$ cat config.mk
export PLATFORM = sky130hd
export DESIGN_NAME = fan_tach_period
export DESIGN_NICKNAME = d
export VERILOG_FILES = /design/src/rtl/fan_tach_pkg.sv /design/src/rtl/tach_edge_sync.sv /design/src/rtl/tach_period_counter.sv /design/src/rtl/tach_byte_latch.sv /design/src/rtl/fan_tach_period.sv
export SDC_FILE = /design/constraint.sdc
export NUM_CORES = 1
export LEC_CHECK = 0
export ABC_CLOCK_PERIOD_IN_PS = 2100
export BUFFER_PORTS_ARGS = -buffer_cell sky130_fd_sc_hd__buf_2
export CAP_MARGIN = 5
export CORE_UTILIZATION = 40
export CTS_BUF_LIST = sky130_fd_sc_hd__clkbuf_16
export DETAILED_ROUTE_END_ITERATION = 10
export PLACE_DENSITY = 0.56
export SYNTH_ARGS = -nofsm -noshare
export SYNTH_HDL_FRONTEND = slang
export SYNTH_HIERARCHICAL = 1
export SYNTH_SLANG_ARGS = --single-unit
$ cat constraint.sdc
create_clock -name clk -period 2.1 [get_ports clk]
set_clock_uncertainty 0.05 [all_clocks]
set_input_delay 0.21 -clock clk [delete_from_list [all_inputs] [get_ports clk]]
set_output_delay 0.21 -clock clk [all_outputs]
set_load 0.05 [all_outputs]
$ cat src/rtl/fan_tach_pkg.sv
package fan_tach_pkg;
  localparam int BYTE_W = 8;
  localparam int CNT_W  = 2 * BYTE_W;

  typedef logic [CNT_W-1:0]  count_t;
  typedef logic [BYTE_W-1:0] byte_t;

  localparam count_t COUNT_MAX = '1;

  // next value of the period counter
  function automatic count_t count_next(input count_t cur, input logic tick,
                                        input logic edge_hit);
    if (edge_hit)
      return count_t'(tick);
    else if (cur == COUNT_MAX)
      return cur;
    else
      return cur + count_t'(tick);
  endfunction

  function automatic byte_t low_byte(input count_t v);
    return v[BYTE_W-1:0];
  endfunction

  function automatic byte_t high_byte(input count_t v);
    return v[CNT_W-1:BYTE_W];
  endfunction
endpackage

$ cat src/rtl/tach_edge_sync.sv
module tach_edge_sync #(
  parameter int STAGES = 2
) (
  input  logic clk,
  input  logic rst_n,
  input  logic tach_in,
  output logic rise_pulse
);
  logic [STAGES:0] pipe_q;

  always_ff @(posedge clk or negedge rst_n) begin
    if (!rst_n) pipe_q <= '0;
    else        pipe_q <= {pipe_q[STAGES-1:0], tach_in};
  end

  assign rise_pulse = pipe_q[STAGES-1] & ~pipe_q[STAGES];

  // a detected rise lasts a single clock
  a_r2_single_pulse: assert property (@(posedge clk) disable iff (!rst_n)
    rise_pulse |=> !rise_pulse);
endmodule

$ cat src/rtl/tach_period_counter.sv
module tach_period_counter
  import fan_tach_pkg::*;
(
  input  logic   clk,
  input  logic   rst_n,
  input  logic   ref_tick,
  input  logic   rise_pulse,
  output count_t result
);
  count_t cnt_q;
  logic   armed_q;
  logic   at_max;

  assign at_max = (cnt_q == COUNT_MAX);

  always_ff @(posedge clk or negedge rst_n) begin
    if (!rst_n) begin
      cnt_q   <= '0;
      armed_q <= 1'b0;
      result  <= COUNT_MAX;
    end else begin
      cnt_q <= count_next(cnt_q, ref_tick, rise_pulse);
      if (rise_pulse) begin
        armed_q <= 1'b1;
        if (armed_q) result <= cnt_q;
      end else if (at_max) begin
        result <= COUNT_MAX;
      end
    end
  end

  // no wrap once saturated
  a_r4_no_wrap: assert property (@(posedge clk) disable iff (!rst_n)
    at_max && !rise_pulse |=> cnt_q == COUNT_MAX);
  // saturation is published without an edge
  a_r5_stall_flag: assert property (@(posedge clk) disable iff (!rst_n)
    at_max && !rise_pulse |=> result == COUNT_MAX);
  // nothing but FFFFh before measurement starts
  a_r6_unarmed: assert property (@(posedge clk) disable iff (!rst_n)
    !armed_q |-> result == COUNT_MAX);
  // an armed edge publishes the elapsed count
  a_r3_publish: assert property (@(posedge clk) disable iff (!rst_n)
    rise_pulse && armed_q |=> result == $past(cnt_q));
endmodule

$ cat src/rtl/tach_byte_latch.sv
module tach_byte_latch
  import fan_tach_pkg::*;
(
  input  logic   clk,
  input  logic   rst_n,
  input  count_t result,
  input  logic   addr,
  input  logic   rd_en,
  input  logic   wr_en,
  output byte_t  rd_data
);
  byte_t hold_hi_q;
  logic  hold_vld_q;
  logic  rd_lo, rd_hi;

  assign rd_lo = rd_en & ~addr;
  assign rd_hi = rd_en &  addr;

  always_ff @(posedge clk or negedge rst_n) begin
    if (!rst_n) begin
      rd_data    <= '0;
      hold_hi_q  <= '0;
      hold_vld_q <= 1'b0;
    end else if (rd_lo) begin
      rd_data    <= low_byte(result);
      hold_hi_q  <= high_byte(result);
      hold_vld_q <= 1'b1;
    end else if (rd_hi) begin
      rd_data    <= hold_vld_q ? hold_hi_q : high_byte(result);
      hold_vld_q <= 1'b0;
    end
  end

  // a pending capture is returned on the high read
  a_r8_frozen_high: assert property (@(posedge clk) disable iff (!rst_n)
    rd_hi && hold_vld_q |=> rd_data == $past(hold_hi_q));
  // without a capture the live high byte is returned
  a_r9_live_high: assert property (@(posedge clk) disable iff (!rst_n)
    rd_hi && !hold_vld_q |=> rd_data == $past(high_byte(result)));
  // a lone write leaves the read data alone
  a_r10_write_ignored: assert property (@(posedge clk) disable iff (!rst_n)
    wr_en && !rd_en |=> $stable(rd_data));
  // read data holds between reads
  a_r11_hold: assert property (@(posedge clk) disable iff (!rst_n)
    !rd_en |=> $stable(rd_data));
endmodule

$ cat src/rtl/fan_tach_period.sv
module fan_tach_period
  import fan_tach_pkg::*;
#(
  parameter int SYNC_STAGES = 2
) (
  input  logic       clk,
  input  logic       rst_n,
  input  logic       ref_tick,
  input  logic       tach_in,
  input  logic       addr,
  input  logic       rd_en,
  input  logic       wr_en,
  output logic [7:0] rd_data
);
  logic   rise_pulse;
  count_t result;

  tach_edge_sync #(.STAGES(SYNC_STAGES)) u_sync (
    .clk(clk), .rst_n(rst_n), .tach_in(tach_in), .rise_pulse(rise_pulse)
  );

  tach_period_counter u_count (
    .clk(clk), .rst_n(rst_n), .ref_tick(ref_tick),
    .rise_pulse(rise_pulse), .result(result)
  );

  tach_byte_latch u_latch (
    .clk(clk), .rst_n(rst_n), .result(result), .addr(addr),
    .rd_en(rd_en), .wr_en(wr_en), .rd_data(rd_data)
  );

  // read data is clear straight after reset
  a_r1_reset_data: assert property (@(posedge clk)
    $rose(rst_n) |-> rd_data == 8'h00);
endmodule

### Word-level counts from Yosys, hierarchy flattened

Index checks and enable logic that the tools add are counted.

| cells by class | value |
|---|---|
| add/sub/neg operators | 1 |
| equal/unequal tests | 3 |
| mux-type cells | 10 |
| bitwise gates (word level) | 5 |
| reductions and logical operators | 3 |

Operator list:

| kind | number |
|---|---|
| 16-bit two-way mux | 5 |
| 8-bit two-way mux | 3 |
| 16-bit by 1-bit adder with 16-bit output | 1 |
| 16-bit == test (second input constant) | 1 |
| 2-bit nonzero test | 2 |
| 1-bit bitwise AND | 3 |
| 1-bit two-way mux | 2 |
| 2-bit by 1-bit inequality test with 1-bit output (second input constant) | 1 |
| 2-bit inequality test (second input constant) | 1 |
| 1-bit NOT | 2 |
| 2-bit AND reduction | 1 |

| storage, ports and cells | value |
|---|---|
| register bits | 53 |
| input bits | 7 |
| output and inout bits | 8 |
| word-level logic and storage cells | 29 |

### Depth between registers and ports, before layout

Gate-level depths: netlist (run 1).

| depth | value |
|---|---|
| depth in word-level cells | 4 |
| gate-level depth with buffers | 7 |

### By module

The synthesis (run 1) kept the hierarchy.

By module, submodules not included:

| module | instances | cells each | area an instance (sq um) | sequential area each (sq um) |
|---|---|---|---|---|
| tach_period_counter | 1 | 173 | 1691.6 | 845.8 |
| tach_byte_latch | 1 | 59 | 822.0 | 425.4 |
| tach_edge_sync | 1 | 4 | 88.8 | 75.1 |

### Worst setup path after synthesis (run 1)

OpenSTA, ideal clock, no wires.

| timing | value |
|---|---|
| path type | reg2reg |
| from | register u_count.cnt_q[4] |
| to | register u_count.result[10] |
| arrival | 1.553 ns |
| data required time | 1.988 ns |
| path slack | 0.436 ns |
| stages on the path, launching flop included | 8 |
| path buffers | 3 |
| period minus slack after synthesis | 1.664 ns |
| cell sequence | dfrtp_1 nand4_1 or2_1 buf_6 or3_1 buf_6 buf_12 nand3_2 |

| between the ends | value |
|---|---|
| cells in the longest elaborated chain, start to end | 3 |

Ends and longest elaborated chain:

| item | RTL line | RTL |
|---|---|---|
| start: declaration | tach_period_counter.sv:10 | `count_t cnt_q;` |
| start signal: assignment | tach_period_counter.sv:22 | `cnt_q <= count_next(cnt_q, ref_tick, rise_pulse);` |
| 16-bit == test | tach_period_counter.sv:14 | `assign at_max = (cnt_q == COUNT_MAX);` |
| 2-bit nonzero test (no source line) | -- |  |
| 2-bit AND reduction (no source line) | -- |  |
| end signal: assignment | tach_period_counter.sv:25 | `if (armed_q) result <= cnt_q;` |
| end: declaration | tach_period_counter.sv:8 | `output count_t result` |

No other way between the ends.
A chain may end at the register's enable or synchronous reset.

### Worst setup path in the final report (run 1)

| timing | value |
|---|---|
| from | register u_count.cnt_q[0] |
| to | register u_count.cnt_q[11] |

| between the ends | value |
|---|---|
| cells in the longest elaborated chain, start to end | 3 |

Ends and longest elaborated chain:

| item | RTL line | RTL |
|---|---|---|
| 16-bit by 1-bit adder with 16-bit output | fan_tach_pkg.sv:18 | `return cur + count_t'(tick);` |
| 16-bit two-way mux | fan_tach_pkg.sv:15 | `else if (cur == COUNT_MAX)` |
| 16-bit two-way mux | fan_tach_pkg.sv:13 | `if (edge_hit)` |

Several ways; a longest one is shown, not always the timed one. The select of a mux whose other input is x is not followed.

==> out/summary.md, run 1 <==
Synth
* 11.0 sq um — average footprint of a synthesized cell
* 0.517 — sequential element share of the synthesized area
* 236 — Gate Count Post-Synth
* sky130_fd_sc_hd__dfrtp_1 (36%), sky130_fd_sc_hd__dfstp_2 (16%), sky130_fd_sc_hd__nand3_2 (4.2%) — ranking of synthesized cells by area
* sky130_fd_sc_hd__dfrtp_1 (37), sky130_fd_sc_hd__nand2_1 (20), sky130_fd_sc_hd__a21oi_1 (19) — leading post-synthesis cells by instance count
* 1.00 — fraction of registers with async set or reset after synthesis
* 41 — number of unique standard cell types used by synthesis
* 6 — count of yosys warnings during synthesis
* sky130_fd_sc_hd__dfrtp_1 — most used flip-flop cell after synthesis
* 0.356 — share of the synthesized area in the top cell type
* 0.00260 sq mm — netlist area before placement
* sky130_fd_sc_hd__dfrtp_1 — most repeated cell in the gate-level netlist after synthesis
* 245 — post-synth net total
* sky130_fd_sc_hd__dfrtp_1 — Synth area leader
* 0 — Post-synth EDFFs
* 53 — number of register bits inferred by synthesis

Worst setup path
* simple AND/OR/NAND/NOR gates — top cell family by delay on the critical path
* u_count/cnt_q[0] — critical register-to-register path startpoint
* 230 ps — reg-to-reg setup timing slack
* register — type of destination of the critical path
* 0 — sum of buffers and inverters on the critical path
* 2000 ps — Data arrival, critical path
* register to register — start-to-end type of the worst setup path
* 5 — highest net fanout along the worst path
* u_count/cnt_q[11] — r2r endpoint
* 2230 ps — worst endpoint required time
* 430 ps — longest individual stage delay on the worst path
* register — Critical Path Source Type
* sky130_fd_sc_hd__dfrtp_1 — CP max stage cell
* ha_1 > and4_1 > nand2_1 > nor3_1 > mux2_2 — critical path, cell by cell
* 5 — cell depth of the worst flop-to-flop path

Clock tree
* built — clock tree from TritonCTS
* 2 — buffers from clock root to sink, at most
* 70 ps — Worst-path clk slew
* 2 — number of hold-repair buffers added at the cts stage
* 53 — number of clock sinks seen by CTS
* 5 — number of CTS-inserted buffers
* 290 ps — worst skew pair latency
* 0 — post-cts repair resize count
* 0 — Setup Buffers After CTS
* 2 — # H-tree levels
* sky130_fd_sc_hd__clkbuf_16 — CTS Root Buffer Type

Hold path
* u_count/cnt_q[0] — end of the worst hold path
* input pin to register — type of the tightest min-delay check
* ref_tick — worst hold path startpoint
* 3 — instance count along the most critical hold path

Placement
* 3500 microns — detailed placement HPWL
* 250 ps — worst slack after detailed placement
* 0.789 — RD Place Congestion
* 317 — cell total after placement
* 13 — IO Port Bufs

Global route
* 0 — leftover overflow at the end of global routing
* 8600 microns — global-route wire length before repair
* 1746 — number of global-route vias before repair
* 0.169 — all-layer global routing usage
* 0 — initial antenna violation count
* 33 — largest net degree at the start of global routing

Power
* 1.35 nW — leakage component of the power
* 0.000605 V — worst vdd rail ir drop
* 2.51 mW — sum of internal, switching and leakage power
* 857 mW/mm^2 — total power divided by cell area

Die
* 15 — Boundary Pins
* 0.00683 sq mm — full die area
* 29 — floorplan row count
* 0.00631 sq mm — area inside the core boundary
* 82.7 microns — Die X-Extent
* 0.412 — Initial Utilization
* 82.7 microns — Die Y

STA
* 232 ps — worst setup margin
* 1870 ps — final critical delay including setup and external delays
* 560 ps — actual transition at the worst max-transition pin
* 0 — Pins Over Slew Limit
* 0 — setup violation total in the final timing report
* 0.535 GHz — achievable frequency
* 0 ps — Total Neg Setup Slack
* 0 — number of hold violations in the final report
* 0.626 — Relative slew margins
* false — setup repair after global routing missed its margin
* 0.890 — final worst-path cycle share

Finish
* 609 — filler cell count
* 0 — diodes inserted
* 0.288 — fraction of layout instances using a drive strength above 1
* 327 — Finished Layout Cells
* 0.465 — core utilization of the finished layout
* 0.00135 sq mm — FF/Latch Area
* 12.7% — Layout area overhead
* 0.00112 sq mm — total area of multi-input combinational cells
* 258 — Net count, final

Detailed routing
* 5.40 — Via density
* 1765 — number of vias in the routed layout
* 4 — total iterations of the first detailed-routing run
* 15.2 microns — average detailed-routed wire length per instance
* 4970 microns — final wirelength
* 146 — DRC marker count from the first detailed-route iteration
* 0 — residual antenna-violating net count after detailed routing
* 0 — DRC errors left

Flow run
* 0 — count of max-cap constraint violations

Status
* completed — status

==> worst max path at each step <==
stage / slack (ps) / to / from / cells past startpoint
6_report: 230 / u_count/cnt_q[11] / u_count/cnt_q[0] / 5
5_1_grt: 130 / u_count/cnt_q[11] / u_count/cnt_q[0] / 5
4_1_cts: 240 / u_count/cnt_q[11] / u_count/cnt_q[0] / 5
3_5_place_dp: 250 / u_count/cnt_q[11] / u_count/cnt_q[0] / 5
3_3_place_gp: 300 / u_count/cnt_q[8] / u_count/cnt_q[12] / 5
2_1_floorplan: 440 / u_count/result[10] / u_count/cnt_q[4] / 7
==> cell type report <==
cell class / instances / area share
clock buffers: 5 / 0.0427
well taps: 77 / 0.0328
repair buffers: 25 / 0.0589
flip-flops and latches: 53 / 0.459
clock inverters: 3 / 0.0235
multi-input cells: 163 / 0.382
inverters: 1 / 0.00128
==> through the flow <==
step | hold slack [ps] | instance area, sq um
after detailed placement | 163 | 2720
after global routing | 195 | 2930
after floorplan | -136 | 2600
after global placement | 162 | 2720
after CTS | 156 | 2930
final | 162 | 2930
==> per-layer routing <==
layer	wire (microns)	share of wire	track usage
met5	0	0	0
met2	2270	0.46	0.270
met4	22	0.0044	0.0362
met3	180	0.036	0.0473
met1	2500	0.50	0.228
==> registers in the layout, indices dropped and copies added, names as in the netlist <==
signal,flops
u_sync/pipe_q,3
u_count/cnt_q,16
u_latch/rd_data,8
u_latch/hold_hi_q,8
u_latch/hold_vld_q,1
u_count/armed_q,1
u_count/result,16
==> cells in the final DEF (no fill, tap or decap), drive strengths merged <==
| cell | Yosys | layout |
|---|---|---|
| dfrtp | 37 | 37 |
| nand3 | 27 | 27 |
| buf | 11 | 23 |
| nand2 | 20 | 20 |
| a21oi | 19 | 19 |
| mux2 | 17 | 17 |
| dfstp | 16 | 16 |
| nor2 | 10 | 10 |
| a221o | 8 | 8 |
| nor2b | 8 | 8 |
| nand4 | 7 | 7 |
| or3 | 6 | 6 |
| clkbuf | 8 | 5 |
| o21ai | 5 | 5 |
| or4 | 4 | 4 |
| nor3 | 4 | 4 |
| a211oi | 4 | 4 |
| and2b | 4 | 4 |
| and4 | 3 | 3 |
| bufinv | 0 | 2 |
| dlygate4sd3 | 0 | 2 |
| o31ai | 2 | 2 |
| and3 | 2 | 2 |
| a31oi | 2 | 2 |
| o41ai | 2 | 2 |
| ha | 2 | 2 |
| inv | 1 | 2 |
| or2 | 2 | 2 |
| nor4 | 1 | 1 |
| a41oi | 1 | 1 |
| o311a | 1 | 1 |
| and2 | 1 | 1 |
| nand2b | 1 | 1 |
==> report_power, final <==
group	switching (mW)	internal [mW]
Clock	0.371	0.687
Sequential	0.0529	1.11
Combinational	0.188	0.108
==> tightest hold or removal path: stages <==
cell,delay (ps)
sky130_fd_sc_hd__buf_2,100
sky130_fd_sc_hd__nor2b_1,40
sky130_fd_sc_hd__a21oi_1,100
==> logic make-up after synthesis <==
group / count (synthesis) / share of synthesized area
buf+inv: 20 / 0.0524
mux: 17 / 0.0750
fa+ha+maj: 2 / 0.00961
flops: 53 / 0.517
compound gates: 44 / 0.113
simple gates: 100 / 0.233
(Power assumes the default switching activity.)
==> inputs of run 2 (changes only) <==
--- a/config.mk
+++ b/config.mk
@@ -5,13 +5,13 @@
 export SDC_FILE = /design/constraint.sdc
 export NUM_CORES = 1
 export LEC_CHECK = 0
-export ABC_CLOCK_PERIOD_IN_PS = 2100
+export ABC_CLOCK_PERIOD_IN_PS = 1510
 export BUFFER_PORTS_ARGS = -buffer_cell sky130_fd_sc_hd__buf_2
 export CAP_MARGIN = 5
 export CORE_UTILIZATION = 40
 export CTS_BUF_LIST = sky130_fd_sc_hd__clkbuf_16
 export DETAILED_ROUTE_END_ITERATION = 10
-export PLACE_DENSITY = 0.56
+export PLACE_DENSITY = 0.58
 export SYNTH_ARGS = -nofsm -noshare
 export SYNTH_HDL_FRONTEND = slang
 export SYNTH_HIERARCHICAL = 1
==> constraint.sdc (replaced) <==
create_clock -name clk -period 1.51 [get_ports clk]
set_clock_uncertainty 0.05 [all_clocks]
set_input_delay 0.151 -clock clk [delete_from_list [all_inputs] [get_ports clk]]
set_output_delay 0.151 -clock clk [all_outputs]
set_load 0.05 [all_outputs]
==> run 2 against run 1 <==
The flow now finishes with violations (setup timing). Register-to-register slack got worse by 380 ps. Cell count increased by 14%. Die area unchanged. Non-clock buffer count increased by 45. Sequential share of layout area decreased by 7.1 points. Global-route usage increased by 1.2 points. Count of clock-buffer cells in the layout unchanged. Sequential power increased by 39%. Worst setup slack got worse by 380 ps. Sequential cell count unchanged. Critical path type unchanged.
==> out/summary.md, run 2 (synthesis gave the netlist of run 1 again) <==
Clock tree
* 2 — buffers from clock root to sink, at most, unchanged
* built — clock tree from TritonCTS, unchanged
* 2 — # H-tree levels, unchanged
* 300 ps — worst skew pair latency, was 290 ps
* 70 ps — Worst-path clk slew, about the same
* 5 — number of CTS-inserted buffers, unchanged
* sky130_fd_sc_hd__clkbuf_16 — CTS Root Buffer Type, unchanged
* 53 — number of clock sinks seen by CTS, unchanged

Worst setup path
* register — type of destination of the critical path, unchanged
* register — Critical Path Source Type, unchanged
* 1690 ps — worst endpoint required time, was 2230 ps
* -150 ps — reg-to-reg setup timing slack, was 230 ps
* u_count/cnt_q[0] — critical register-to-register path startpoint, unchanged
* 1830 ps — Data arrival, critical path, was 2000 ps
* 9 — highest net fanout along the worst path, was 5
* u_count/cnt_q[0] — start point of the critical path, unchanged
* register to register — start-to-end type of the worst setup path, unchanged

Detailed routing
* 0 — residual antenna-violating net count after detailed routing, unchanged
* 1959 — number of vias in the routed layout, was 1765
* 15.3 microns — average detailed-routed wire length per instance, was 15.2 microns
* 4 — total iterations of the first detailed-routing run, unchanged
* 5670 microns — final wirelength, was 4970 microns
* 0 — DRC errors left, unchanged
* 5.27 — Via density, was 5.40
* 95 — DRC marker count from the first detailed-route iteration, was 146

Finish
* 0.550 — core utilization of the finished layout, was 0.465
* 0.519 — fraction of layout instances using a drive strength above 1, was 0.288
* u_count/cnt_q: 16 flops, u_count/result: 16 flops — Top Registers, unchanged
* sky130_fd_sc_hd__buf_4 (45), sky130_fd_sc_hd__dfrtp_1 (36), sky130_fd_sc_hd__nand2_1 (17), sky130_fd_sc_hd__dfstp_2 (16), sky130_fd_sc_hd__nand3_1 (14) — most frequent cells in the layout, was sky130_fd_sc_hd__dfrtp_1 (37), sky130_fd_sc_hd__nand2_1 (20), sky130_fd_sc_hd__a21oi_1 (19), sky130_fd_sc_hd__nand3_1 (16), sky130_fd_sc_hd__dfstp_2 (16)
* 33.3% — Layout area overhead, was 12.7%
* sky130_fd_sc_hd__buf_4 — most frequent standard cell in the layout excluding fill and tap cells, was sky130_fd_sc_hd__dfrtp_1
* 372 — Finished Layout Cells, was 327
* 0 — diodes inserted, unchanged
* 303 — Net count, final, was 258

STA
* 0.603 GHz — achievable frequency, was 0.535 GHz
* 1660 ps — final critical delay including setup and external delays, was 1870 ps
* 28 — setup violation total in the final timing report, was 0
* 0.655 — Relative slew margins, was 0.626
* 516 ps — actual transition at the worst max-transition pin, was 560 ps
* true — setup repair after global routing missed its margin, was false
* 0 — number of hold violations in the final report, unchanged
* 1.10 — final worst-path cycle share, was 0.890
* 0 — Pins Over Slew Limit, unchanged
* 138 ps — worst hold-check slack, was 162 ps
* -148 ps — worst setup margin, was 232 ps
* -2350 ps — Total Neg Setup Slack, was 0 ps

Power
* 3.30 mW — sum of internal, switching and leakage power, was 2.51 mW
* 950 mW/mm^2 — total power divided by cell area, was 857 mW/mm^2
* 1.63 nW — leakage component of the power, was 1.35 nW
* 0.000566 V — worst vdd rail ir drop, was 0.000605 V

Die
* 82.7 microns — Die Y, unchanged
* 0.00631 sq mm — area inside the core boundary, unchanged
* 0.00683 sq mm — full die area, unchanged
* 0.412 — Initial Utilization, unchanged
* 82.7 microns — Die X-Extent, unchanged
* 29 — floorplan row count, unchanged
* 15 — Boundary Pins, unchanged

Placement
* 13 — IO Port Bufs, unchanged
* 351 — cell total after placement, was 317
* 3760 microns — detailed placement HPWL, was 3500 microns
* 0.824 — RD Place Congestion, was 0.789

Global route
* 0 — leftover overflow at the end of global routing, unchanged
* 1882 — number of global-route vias before repair, was 1746
* 9110 microns — global-route wire length before repair, was 8600 microns
* 0 — initial antenna violation count, unchanged
* 0.181 — all-layer global routing usage, was 0.169
* 39 — largest net degree at the start of global routing, was 33

Hold path
* input pin to register — type of the tightest min-delay check, unchanged
* rd_en — worst hold path startpoint, was ref_tick

Status
* finished, violations left — status, was completed
* setup timing — failing checks

Flow run
* 0 — count of max-cap constraint violations, unchanged

[run 2: cell count changes in the layout (fill, tap and decap cells not counted), sizes merged]
cell    before  now
buf         23   68
clkinv       0    3
bufinv       2    0
inv          2    1
[run 2: cell type report]
| class | instances | area [sq um] |
|---|---|---|
| Clock buffer | 5 | 125 |
| Inverter | 1 | 3.75 |
| Fill cell | 559 | 2840 |
| Timing Repair Buffer | 70 | 557 |
| Tap cell | 77 | 96.3 |
| Multi-Input combinational cell | 163 | 1320 |
| Sequential cell | 53 | 1350 |
| Clock inverter | 3 | 22.5 |
[run 2: routing by layer]
layer,vias up,part of all wire,global-route usage
met5,-,0,0
met4,0,0.014,0.0707
met3,7,0.022,0.0363
met2,25,0.47,0.300
met1,947,0.50,0.231
li1,980,-,-
[run 2: report_power, final]
| group | total, mW | switching [mW] | internal (mW) |
|---|---|---|---|
| Combinational | 0.532 | 0.315 | 0.217 |
| Clock | 1.15 | 0.534 | 0.618 |
| Sequential | 1.61 | 0.0689 | 1.54 |
| Total | 3.30 | 0.918 | 2.38 |
[run 2: worst paths after layout]
check / end / cells after the start
setup reg to reg: u_count/result[4] / 5
hold reg to reg: u_sync/pipe_q[1] / 0
max in group asynchronous: u_count/result[1] / 3
hold / removal: u_latch/hold_vld_q / 2
min in group asynchronous: u_latch/rd_data[4] / 2
setup / recovery: u_count/result[4] / 5
[run 2: through the flow]
step	setup WS (ps)	instance area [sq um]
CTS	-145	3250
floorplan	-101	2610
global route	-193	3470
global placement	-185	2990
detailed placement	-191	2990
finish	-148	3470
[run 2: worst max-delay path, stage by stage, from the launching register on]
cell and delay (ps):
sky130_fd_sc_hd__dfrtp_2 460, sky130_fd_sc_hd__nand2_4 90, sky130_fd_sc_hd__or3_1 320, sky130_fd_sc_hd__or3_4 390, sky130_fd_sc_hd__buf_8 160, sky130_fd_sc_hd__a21oi_2 120
[run 2: what timing repair did]
item                       CTS  global route
setup endpoints to repair   31            32
cloned                       0             1
resized for setup           16            40
setup buffers                5             5
hold buffers                 2             0
pin swaps                   10            12
hold endpoints to repair    16             0
